$ cat src/rtl/fm_pkg.sv
package fm_pkg;
    typedef enum logic [1:0] {
        FM_IDLE = 2'd0,
        FM_MEAS = 2'd1,
        FM_CALC = 2'd2
    } fm_state_e;
endpackage

$ cat src/rtl/fm_ref_tick.sv
module fm_ref_tick #(
    parameter int REF_DIV = 4
) (
    input  logic clk,
    input  logic rst_n,
    input  logic ref_i,
    input  logic clr_i,
    output logic tick_o
);
    localparam int DW = (REF_DIV > 2) ? $clog2(REF_DIV) : 1;

    typedef struct packed {
        logic [2:0]    sync;
        logic [DW-1:0] div;
        logic          tick;
    } rt_s;

    rt_s cur_q, nxt_d;
    logic rise;

    always_comb begin
        nxt_d      = cur_q;
        nxt_d.sync = {cur_q.sync[1:0], ref_i};
        nxt_d.tick = 1'b0;
        rise       = cur_q.sync[1] & ~cur_q.sync[2];
        if (clr_i) begin
            nxt_d.div = '0;
        end else if (rise) begin
            if (cur_q.div == DW'(REF_DIV - 1)) begin
                nxt_d.div  = '0;
                nxt_d.tick = 1'b1;
            end else begin
                nxt_d.div = cur_q.div + 1'b1;
            end
        end
    end

    always_ff @(posedge clk or negedge rst_n) begin
        if (!rst_n) cur_q <= '0;
        else        cur_q <= nxt_d;
    end

    assign tick_o = cur_q.tick;

    p_tick_pulse_r2: assert property (@(posedge clk) disable iff (!rst_n)
        tick_o |=> !tick_o) else $error("tick longer than one cycle");
endmodule

$ cat src/rtl/fm_gate.sv
module fm_gate #(
    parameter int GATE_TICKS = 58
) (
    input  logic clk,
    input  logic rst_n,
    input  logic arm_i,
    input  logic tick_i,
    output logic open_o,
    output logic term_o
);
    localparam int GW     = $clog2(GATE_TICKS + 2);
    localparam int LOAD   = GATE_TICKS + 1;
    localparam int THRESH = GATE_TICKS - 1;

    typedef struct packed {
        logic [GW-1:0] cnt;
        logic          armed;
        logic          open;
        logic          term;
    } gt_s;

    gt_s cur_q, nxt_d;
    logic [GW-1:0] dec;

    always_comb begin
        nxt_d      = cur_q;
        nxt_d.term = 1'b0;
        dec        = cur_q.cnt - 1'b1;
        if (arm_i) begin
            nxt_d.cnt   = GW'(LOAD);
            nxt_d.armed = 1'b1;
            nxt_d.open  = 1'b0;
        end else if (cur_q.armed && tick_i) begin
            if (cur_q.open && cur_q.cnt == '0) begin
                nxt_d.armed = 1'b0;
                nxt_d.open  = 1'b0;
                nxt_d.term  = 1'b1;
            end else begin
                nxt_d.cnt = dec;
                if (dec <= GW'(THRESH)) nxt_d.open = 1'b1;
            end
        end
    end

    always_ff @(posedge clk or negedge rst_n) begin
        if (!rst_n) cur_q <= '0;
        else        cur_q <= nxt_d;
    end

    assign open_o = cur_q.open;
    assign term_o = cur_q.term;

    p_open_below_thresh_r8: assert property (@(posedge clk) disable iff (!rst_n)
        open_o |-> (cur_q.cnt <= GW'(THRESH))) else $error("window open above threshold");
    p_term_closes_r2: assert property (@(posedge clk) disable iff (!rst_n)
        term_o |-> (!open_o && !cur_q.armed)) else $error("window still open at expiry");
    p_term_pulse_r6: assert property (@(posedge clk) disable iff (!rst_n)
        term_o |=> !term_o) else $error("expiry longer than one cycle");
endmodule

$ cat src/rtl/fm_event_cnt.sv
module fm_event_cnt #(
    parameter int PRESCALE = 177,
    parameter int CNT_W    = 16
) (
    input  logic             clk,
    input  logic             rst_n,
    input  logic             clr_i,
    input  logic             en_i,
    output logic [CNT_W-1:0] count_o,
    output logic             ovf_o
);
    localparam int PW      = (PRESCALE > 2) ? $clog2(PRESCALE) : 1;
    localparam int PSC_MAX = PRESCALE - 1;

    typedef struct packed {
        logic [PW-1:0]    psc;
        logic [CNT_W-1:0] cnt;
        logic             ovf;
    } ec_s;

    ec_s cur_q, nxt_d;

    always_comb begin
        nxt_d = cur_q;
        if (clr_i) begin
            nxt_d = '0;
        end else if (en_i) begin
            if (cur_q.psc == PW'(PSC_MAX)) begin
                nxt_d.psc = '0;
                if (&cur_q.cnt) nxt_d.ovf = 1'b1;
                else            nxt_d.cnt = cur_q.cnt + 1'b1;
            end else begin
                nxt_d.psc = cur_q.psc + 1'b1;
            end
        end
    end

    always_ff @(posedge clk or negedge rst_n) begin
        if (!rst_n) cur_q <= '0;
        else        cur_q <= nxt_d;
    end

    assign count_o = cur_q.cnt;
    assign ovf_o   = cur_q.ovf;

    p_no_wrap_r3: assert property (@(posedge clk) disable iff (!rst_n)
        (&count_o && !clr_i) |=> &count_o) else $error("counter wrapped");
    p_ovf_sticky_r3: assert property (@(posedge clk) disable iff (!rst_n)
        (ovf_o && !clr_i) |=> ovf_o) else $error("overflow flag lost");
    p_hold_when_off_r2: assert property (@(posedge clk) disable iff (!rst_n)
        (!en_i && !clr_i) |=> $stable(count_o)) else $error("count moved while gated off");
endmodule

$ cat src/rtl/fm_scale.sv
module fm_scale #(
    parameter int CNT_W   = 16,
    parameter int RES_W   = 32,
    parameter int STEP_HZ = 100000
) (
    input  logic             clk,
    input  logic             rst_n,
    input  logic             go_i,
    input  logic [CNT_W-1:0] count_i,
    input  logic             half_i,
    output logic             done_o,
    output logic [RES_W-1:0] core_hz_o,
    output logic [RES_W-1:0] bus_hz_o
);
    localparam int QW = CNT_W - 1;
    localparam int IW = (QW > 2) ? $clog2(QW) : 1;

    typedef struct packed {
        logic             busy;
        logic             half;
        logic [QW-1:0]    mplr;
        logic [RES_W-1:0] mcand;
        logic [RES_W-1:0] acc;
        logic [IW-1:0]    idx;
        logic             done;
        logic [RES_W-1:0] core;
        logic [RES_W-1:0] bus;
    } sc_s;

    sc_s cur_q, nxt_d;
    logic [CNT_W:0]   rounded;
    logic [RES_W-1:0] acc_nx;

    always_comb begin
        nxt_d      = cur_q;
        nxt_d.done = 1'b0;
        rounded    = {1'b0, count_i} + (CNT_W+1)'(2);
        acc_nx     = cur_q.acc + (cur_q.mplr[0] ? cur_q.mcand : '0);
        if (go_i && !cur_q.busy) begin
            nxt_d.busy  = 1'b1;
            nxt_d.half  = half_i;
            nxt_d.mplr  = QW'(rounded >> 2);
            nxt_d.mcand = RES_W'(STEP_HZ);
            nxt_d.acc   = '0;
            nxt_d.idx   = '0;
        end else if (cur_q.busy) begin
            nxt_d.acc   = acc_nx;
            nxt_d.mcand = cur_q.mcand << 1;
            nxt_d.mplr  = cur_q.mplr >> 1;
            if (cur_q.idx == IW'(QW - 1)) begin
                nxt_d.busy = 1'b0;
                nxt_d.done = 1'b1;
                nxt_d.core = acc_nx;
                nxt_d.bus  = cur_q.half ? (acc_nx >> 1) : acc_nx;
            end else begin
                nxt_d.idx = cur_q.idx + 1'b1;
            end
        end
    end

    always_ff @(posedge clk or negedge rst_n) begin
        if (!rst_n) cur_q <= '0;
        else        cur_q <= nxt_d;
    end

    assign done_o    = cur_q.done;
    assign core_hz_o = cur_q.core;
    assign bus_hz_o  = cur_q.bus;

    p_done_pulse_r6: assert property (@(posedge clk) disable iff (!rst_n)
        done_o |=> !done_o) else $error("done longer than one cycle");
    p_result_hold_r9: assert property (@(posedge clk) disable iff (!rst_n)
        (!cur_q.busy && !go_i) |=> ($stable(core_hz_o) && $stable(bus_hz_o)))
        else $error("result changed while idle");
    p_bus_not_above_core_r5: assert property (@(posedge clk) disable iff (!rst_n)
        done_o |-> (bus_hz_o <= core_hz_o)) else $error("bus above core");
endmodule

$ cat src/rtl/freq_meter.sv
module freq_meter #(
    parameter int REF_DIV    = 4,
    parameter int GATE_TICKS = 58,
    parameter int PRESCALE   = 177,
    parameter int CNT_W      = 16,
    parameter int RES_W      = 32,
    parameter int STEP_HZ    = 100000
) (
    input  logic             clk,
    input  logic             rst_n,
    input  logic             ref_clk_i,
    input  logic             start_i,
    input  logic             bus_half_i,
    output logic             busy_o,
    output logic             done_o,
    output logic [CNT_W-1:0] count_o,
    output logic             ovf_o,
    output logic [RES_W-1:0] core_hz_o,
    output logic [RES_W-1:0] bus_hz_o
);
    import fm_pkg::*;

    typedef struct packed {
        fm_state_e state;
        logic      half;
    } top_s;

    top_s cur_q, nxt_d;
    logic kick, tick, gate_open, gate_term, calc_go, calc_done;

    always_comb begin
        nxt_d   = cur_q;
        kick    = (cur_q.state == FM_IDLE) && start_i;
        calc_go = (cur_q.state == FM_MEAS) && gate_term;
        unique case (cur_q.state)
            FM_IDLE: if (kick) begin
                nxt_d.state = FM_MEAS;
                nxt_d.half  = bus_half_i;
            end
            FM_MEAS: if (gate_term) nxt_d.state = FM_CALC;
            FM_CALC: if (calc_done) nxt_d.state = FM_IDLE;
            default: nxt_d.state = FM_IDLE;
        endcase
    end

    always_ff @(posedge clk or negedge rst_n) begin
        if (!rst_n) cur_q <= '{state: FM_IDLE, half: 1'b0};
        else        cur_q <= nxt_d;
    end

    fm_ref_tick #(.REF_DIV(REF_DIV)) u_tick (
        .clk(clk), .rst_n(rst_n), .ref_i(ref_clk_i), .clr_i(kick), .tick_o(tick)
    );

    fm_gate #(.GATE_TICKS(GATE_TICKS)) u_gate (
        .clk(clk), .rst_n(rst_n), .arm_i(kick), .tick_i(tick),
        .open_o(gate_open), .term_o(gate_term)
    );

    fm_event_cnt #(.PRESCALE(PRESCALE), .CNT_W(CNT_W)) u_cnt (
        .clk(clk), .rst_n(rst_n), .clr_i(kick), .en_i(gate_open),
        .count_o(count_o), .ovf_o(ovf_o)
    );

    fm_scale #(.CNT_W(CNT_W), .RES_W(RES_W), .STEP_HZ(STEP_HZ)) u_scale (
        .clk(clk), .rst_n(rst_n), .go_i(calc_go), .count_i(count_o), .half_i(cur_q.half),
        .done_o(calc_done), .core_hz_o(core_hz_o), .bus_hz_o(bus_hz_o)
    );

    assign busy_o = (cur_q.state != FM_IDLE);
    assign done_o = calc_done;

    p_start_ignored_r7: assert property (@(posedge clk) disable iff (!rst_n)
        (cur_q.state == FM_MEAS && start_i && !gate_term) |=> (cur_q.state == FM_MEAS))
        else $error("start restarted a running measurement");
    p_done_ends_busy_r6: assert property (@(posedge clk) disable iff (!rst_n)
        done_o |=> !busy_o) else $error("busy after done");
    p_count_frozen_idle_r9: assert property (@(posedge clk) disable iff (!rst_n)
        (!busy_o && !start_i) |=> ($stable(count_o) && $stable(ovf_o)))
        else $error("count moved while idle");
    p_window_only_measuring_r8: assert property (@(posedge clk) disable iff (!rst_n)
        gate_open |-> (cur_q.state == FM_MEAS)) else $error("window open outside measurement");
endmodule

$ cat config.mk
export PLATFORM = sky130hd
export DESIGN_NAME = freq_meter
export DESIGN_NICKNAME = d
export VERILOG_FILES = /design/src/rtl/fm_pkg.sv /design/src/rtl/fm_ref_tick.sv /design/src/rtl/fm_gate.sv /design/src/rtl/fm_event_cnt.sv /design/src/rtl/fm_scale.sv /design/src/rtl/freq_meter.sv
export SDC_FILE = /design/constraint.sdc
export NUM_CORES = 1
export LEC_CHECK = 0
export ABC_AREA = 1
export BUFFER_PORTS_ARGS = -buffer_cell sky130_fd_sc_hd__buf_2
export CAP_MARGIN = 20
export CORE_MARGIN = 2
export CORE_UTILIZATION = 37
export DETAILED_ROUTE_END_ITERATION = 12
export PLACE_DENSITY = 0.61
export SYNTH_ARGS = -nofsm -noshare
export SYNTH_HDL_FRONTEND = slang
export SYNTH_SLANG_ARGS = --single-unit
$ cat constraint.sdc
create_clock -name clk -period 3.15 [get_ports clk]
set_input_delay 0.945 -clock clk [delete_from_list [all_inputs] [get_ports clk]]
set_output_delay 0.945 -clock clk [all_outputs]
set_load 0.02 [all_outputs]
=== Word-level counts from Yosys, hierarchy flattened ===
Cells that the tools add are included.

* Memory bits (writable): 0
* Latch bits: 0
* Logic and storage cells: 103
* ROM bits: 0
* Memories kept: 0
* Register bits: 193
* Input port bits: 5
* Output and inout bits: 83

* Shifts and indexed selects: 0
* Mux-type cells: 33
* Bitwise gates (word level): 3
* Multipliers: 0
* Equality and inequality tests: 11
* Reductions and logical operators: 27
* Div/mod/pow operators: 0
* Add/subtract/negate cells: 7
* $lt $le $gt $ge: 1

{| class="wikitable"
|+ Operator list
! cell !! number
|-
| 148-bit 2-to-1 mux || 1
|-
| 65-bit 2-to-1 mux || 2
|-
| 83-bit 2-to-1 mux || 1
|-
| 32-bit 2-to-1 mux || 2
|-
| 25-bit 2-to-1 mux || 2
|-
| 32-bit adder || 1
|-
| 16-bit by 2-bit adder with 17-bit output (second input constant) || 1
|-
| 17-bit 2-to-1 mux || 1
|-
| 16-bit by 1-bit adder with 16-bit output (second input constant) || 1
|-
| 16-bit 2-to-1 mux || 1
|-
| 8-bit 2-to-1 mux || 2
|-
| 16-bit AND reduction || 1
|-
| 2-bit nonzero test || 8
|-
| 3-bit AND reduction || 4
|-
| 1-bit 2-to-1 mux || 11
|-
| 2-bit AND reduction || 5
|-
| 9-bit 2-to-1 mux || 1
|-
| 8-bit by 1-bit adder with 8-bit output (second input constant) || 1
|-
| 8-bit == test (second input constant) || 1
|-
| 2-bit 2-to-1 mux || 4
|-
| 6-bit less-or-equal comparator (second input constant) || 1
|-
| 6-bit zero test || 1
|-
| 3-bit 2-to-1 mux || 2
|-
| 6-bit 2-to-1 mux || 1
|-
| 16 further kinds || 26
|}

=== Logic depth before layout (Yosys ltp) ===
* Depth after elaboration: 6
* Gate-level depth with buffers: 19
* Mapped depth without buffers: 17

=== Cells and area by module ===
Synthesis repeated with hierarchy kept, for this count alone.

* Cell total of the unflattened synthesis: 1586
* Area total of the unflattened synthesis: 11664.9 µm²

{| class="wikitable"
|+ Modules (own cells, without submodules)
! module !! times used !! cells an instance !! seq. area each (µm²) !! area each (µm²)
|-
| fm_scale || 1 || 1233 || 3628.5 || 8948.6
|-
| fm_event_cnt || 1 || 243 || 625.6 || 1767.9
|-
| fm_gate || 1 || 71 || 225.2 || 581.8
|-
| fm_ref_tick || 1 || 21 || 150.1 || 222.7
|-
| freq_meter || 1 || 18 || 75.1 || 143.9
|}

=== Least setup slack after synthesis ===
No wires, ideal clock.

* Kind: register to register
* Start: register u_scale.cur_q[133] (netlist bit)
* End: register u_scale.cur_q (netlist bit u_scale.core_hz_o[30])
* Data required time: 3.067 ns
* Setup slack: 0.867 ns
* Data arrival time: 2.201 ns
* Path buffers: 2
* Setup time: 0.083 ns
* Cell stages (with the launch flop): 14
* Period minus slack after synthesis: 2.283 ns
* Path through: dfrtp_1 -> clkbuf_1 -> buf_1 -> nand2_1 -> inv_1 -> ha_1 -> nand2_1 -> inv_1 -> a21oi_1 -> nand2_1 -> a21oi_1 -> nand3_1 -> and2_1 -> o21ai_0

* Cells in the longest elaborated chain, start to end: 2

{| class="wikitable"
|+ Ends and longest elaborated chain
! what !! RTL line !! source
|-
| from (decl) || fm_scale.sv:30 || <nowiki>sc_s cur_q, nxt_d;</nowiki>
|-
| from (signal assigned) || fm_scale.sv:63 || <nowiki>else cur_q <= nxt_d;</nowiki>
|-
| 32-bit 2-to-1 mux || fm_scale.sv:38 || <nowiki>acc_nx = cur_q.acc + (cur_q.mplr[0] ? cur_q.mcand : '0);</nowiki>
|-
| 32-bit adder || fm_scale.sv:38 ||
|}

No other way between the ends.
A chain may end at the register's enable or synchronous reset.

=== Worst setup path in the final report ===
Ends and elaborated chain as after synthesis.

==> reports/qor.yml <==
io_buffers: 87
synth_fp_nets: 1536
cpMaxStageDelayCell: "dfrtp_1"
period_needed_ps: 2520
mostFrequentLayoutCells: "nand2_1, inv_1, dfrtp_1, o21ai_0, nor2_1"
ios: 88
cts-root-buf: "clkbuf_16"
rrSetupSlack_ps: 630
clk_pin_slew_ps: 70
pre_cts_ws_ps: 615.7
die_x_um: 177.1
cts_hold_buffers: 0
rsz0062_at_grt: "no"
drtAntennaViolNets: 0
core_um2: 29560
initial_utilization: 0.3752
crit_chain: "buf_4, nand2_1, inv_1, ha_1, nand2_1, inv_1, a21oi_1, nand2_1, a21oi_1, nand3_1, and2_1, o21ai_0"
finalSetupTns_ps: 0
ys_seq_elements: 188
setup_viol: 0
worstHoldStart: "u_tick.cur_q[3]"
cp-end-kind: "flop"
cts.repair.resized: 0
netlist_instances: 1493
fillers: 3105
synth-edff-count: 0
maxSlewHeadroom: 0.4236
ctsHtreeMaxLevel: 4
rows: 63
powerDensity_nw_per_um2: 420.8
maxCapViolations: 0
cp_data_required_time_ps: 3500
worst_slew_pin_slew_ps: 864.6
grt_overflow: 0
drive_gt1_frac: 0.1012
path_common_cell: "nand2_1"
numCtsBuffers: 17
cts.sinks: 188
ys_seq_area_frac: 0.4242
drc: 0
min_to: "u_tick.cur_q[4]"
hold_class: "reg -> reg"
die-height_um: 177.1
fmaxAchievable_mhz: 396.9
fin_ws_ps: 630.2
clock_path_buffers: 2
synth_cell_type_count: 45
finalCritPeriodShare: 0.7999
cp_data_arrival_time_ps: 2870
grt_max_degree: 83
reg2reg_from: "u_scale.cur_q[133]"
reg2reg_depth: 12
antenna_found_initial: 0
hold_depth: 0
clk_latency_ps: 440
ys.flop_type: "dfrtp_1"
routabilityCongestion: 0.8726
crit_fanout: 17
wl_mm: 26.71
grtUsageTotal: 0.1801
grt_pass1_vias: 8805
async_flop_share: 1.000
worst-setup-path-type: "reg -> reg"
cts_tree: "done"
wl_per_cell_um: 14.11
maxSlewViolCount: 0
vias: 8978
peakVddDrop_mv: 0.2981
r2r_end: "u_scale.core_hz_o[30]"
cts_setup_buffers: 0
final_common_cell: "nand2_1"
ys_warn_count: 0
syn_area_per_cell_um2: 7.428
drt_iter0_markers: 533
critPathMaxStageDelay_ps: 370
grt_pass1_wl_mm: 45.06
via_per_inst: 4.745
hpwl_mm: 19.78
start_kind: "flop"
status: "complete, no violations"
die_area_um2: 31370
drtPass1Iterations: 5
p_leak_nw: 6.325
finClkSkew_ps: 17.36
netlist_area_um2: 11090
antenna_cells: 0
final-hold-violation-count: 0
syn_to_final_growth_pct: 8.405
fin_nets: 1534
## where the power goes
group          switching [mW]  internal (mW)
registers             0.00689           2.43
logic                   0.117         0.0459
clock network           0.974           1.49
total                    1.10           3.96
## metal layers
metal  GRT usage  wire, um  part of all wire
met1      0.2422     12770              0.48
met2      0.2951     12250              0.46
met3     0.02899      1122             0.042
met4     0.05992       561             0.021
met5           0         0                 0
## registers in the layout (all words and copies together), names as in the netlist
register / flops
u_scale.cur_q: 80
u_scale.bus_hz_o: 32
u_scale.done_o: 1
u_gate.term_o: 1
u_gate.open_o: 1
u_gate.cur_q: 7
u_scale.core_hz_o: 32
u_tick.cur_q: 5
cur_q: 3
u_cnt.count_o: 16
u_tick.tick_o: 1
u_cnt.cur_q: 8
u_cnt.ovf_o: 1
## through the flow
stage | instance area [um2] | utilization | hold slack (ps) | instances | total power, mW
floorplan | 11090 | - | 331.2 | 1493 | 2.556
finish | 12020 | 0.4067 | 362.7 | 1892 | 5.059
detailed placement | 11360 | 0.3843 | 351.0 | 1862 | 2.646
global route | 12020 | 0.4067 | 380.1 | 1892 | 5.239
CTS | 12020 | 0.4067 | 366.3 | 1892 | 5.121
global placement | 11360 | 0.3843 | 350.1 | 1862 | 2.642
## area by class of cell
class | count | area (um2) | area share
Inverter | 228 | 855.8 | 0.07119
Multi-Input combinational cell | 952 | 4728 | 0.3933
Clock buffer | 17 | 425.4 | 0.03539
Timing Repair Buffer | 104 | 584.3 | 0.04861
Tap cell | 390 | 488.0 | 0.04059
Sequential cell | 188 | 4705 | 0.3913
Clock inverter | 13 | 235.2 | 0.01957
## synthesized netlist by cell type (5+ instances only)
library cell	number	share of area
o211ai_1	7	0.0047
nor2_1	96	0.032
and2_1	9	0.0051
nand4_1	11	0.0062
xnor2_1	13	0.010
inv_1	224	0.076
a21oi_1	34	0.015
o22ai_1	26	0.015
dfrtp_1	188	0.42
xor2_1	16	0.013
o221ai_1	5	0.0039
nand2_1	438	0.15
o31ai_1	8	0.0054
ha_1	38	0.043
clkbuf_1	36	0.012
nand3_1	94	0.042
o21ai_0	99	0.045
a31oi_1	6	0.0034
buf_4	81	0.055
nor3_1	16	0.0072
## cell families (layout without fill, tap and decap cells)
group,Yosys count,count (layout),synth area share
xor+xnor,29,29,0.02290
buf+inv,353,362,0.1494
flops,188,188,0.4242
fa+ha+maj,38,38,0.04288
other cells,1,1,0.0003382
simple gates,685,685,0.2578
compound gates,199,199,0.1024
## worst max-delay path, delay by kind of cell, from the launching register on
kind                     cells  cell delay [ps]
AO/OA/AOI/OAI                3              650
AND/OR/NAND/NOR              5              750
buffers and inverters        3              300
adder cells (fa/ha/maj)      1              340
flip-flops                   1              370
## worst max path at each step
stage | from | endpoint | cells past startpoint
2_1_floorplan | u_scale.cur_q[133] | u_scale.core_hz_o[30] | 13
3_3_place_gp | u_scale.cur_q[133] | u_scale.bus_hz_o[17] | 14
3_5_place_dp | u_scale.cur_q[133] | u_scale.bus_hz_o[18] | 14
4_1_cts | u_scale.cur_q[133] | u_scale.bus_hz_o[17] | 14
5_1_grt | u_scale.cur_q[133] | u_scale.core_hz_o[30] | 12
6_report | u_scale.cur_q[133] | u_scale.core_hz_o[30] | 12
Power figures use the tool's default switching activity.
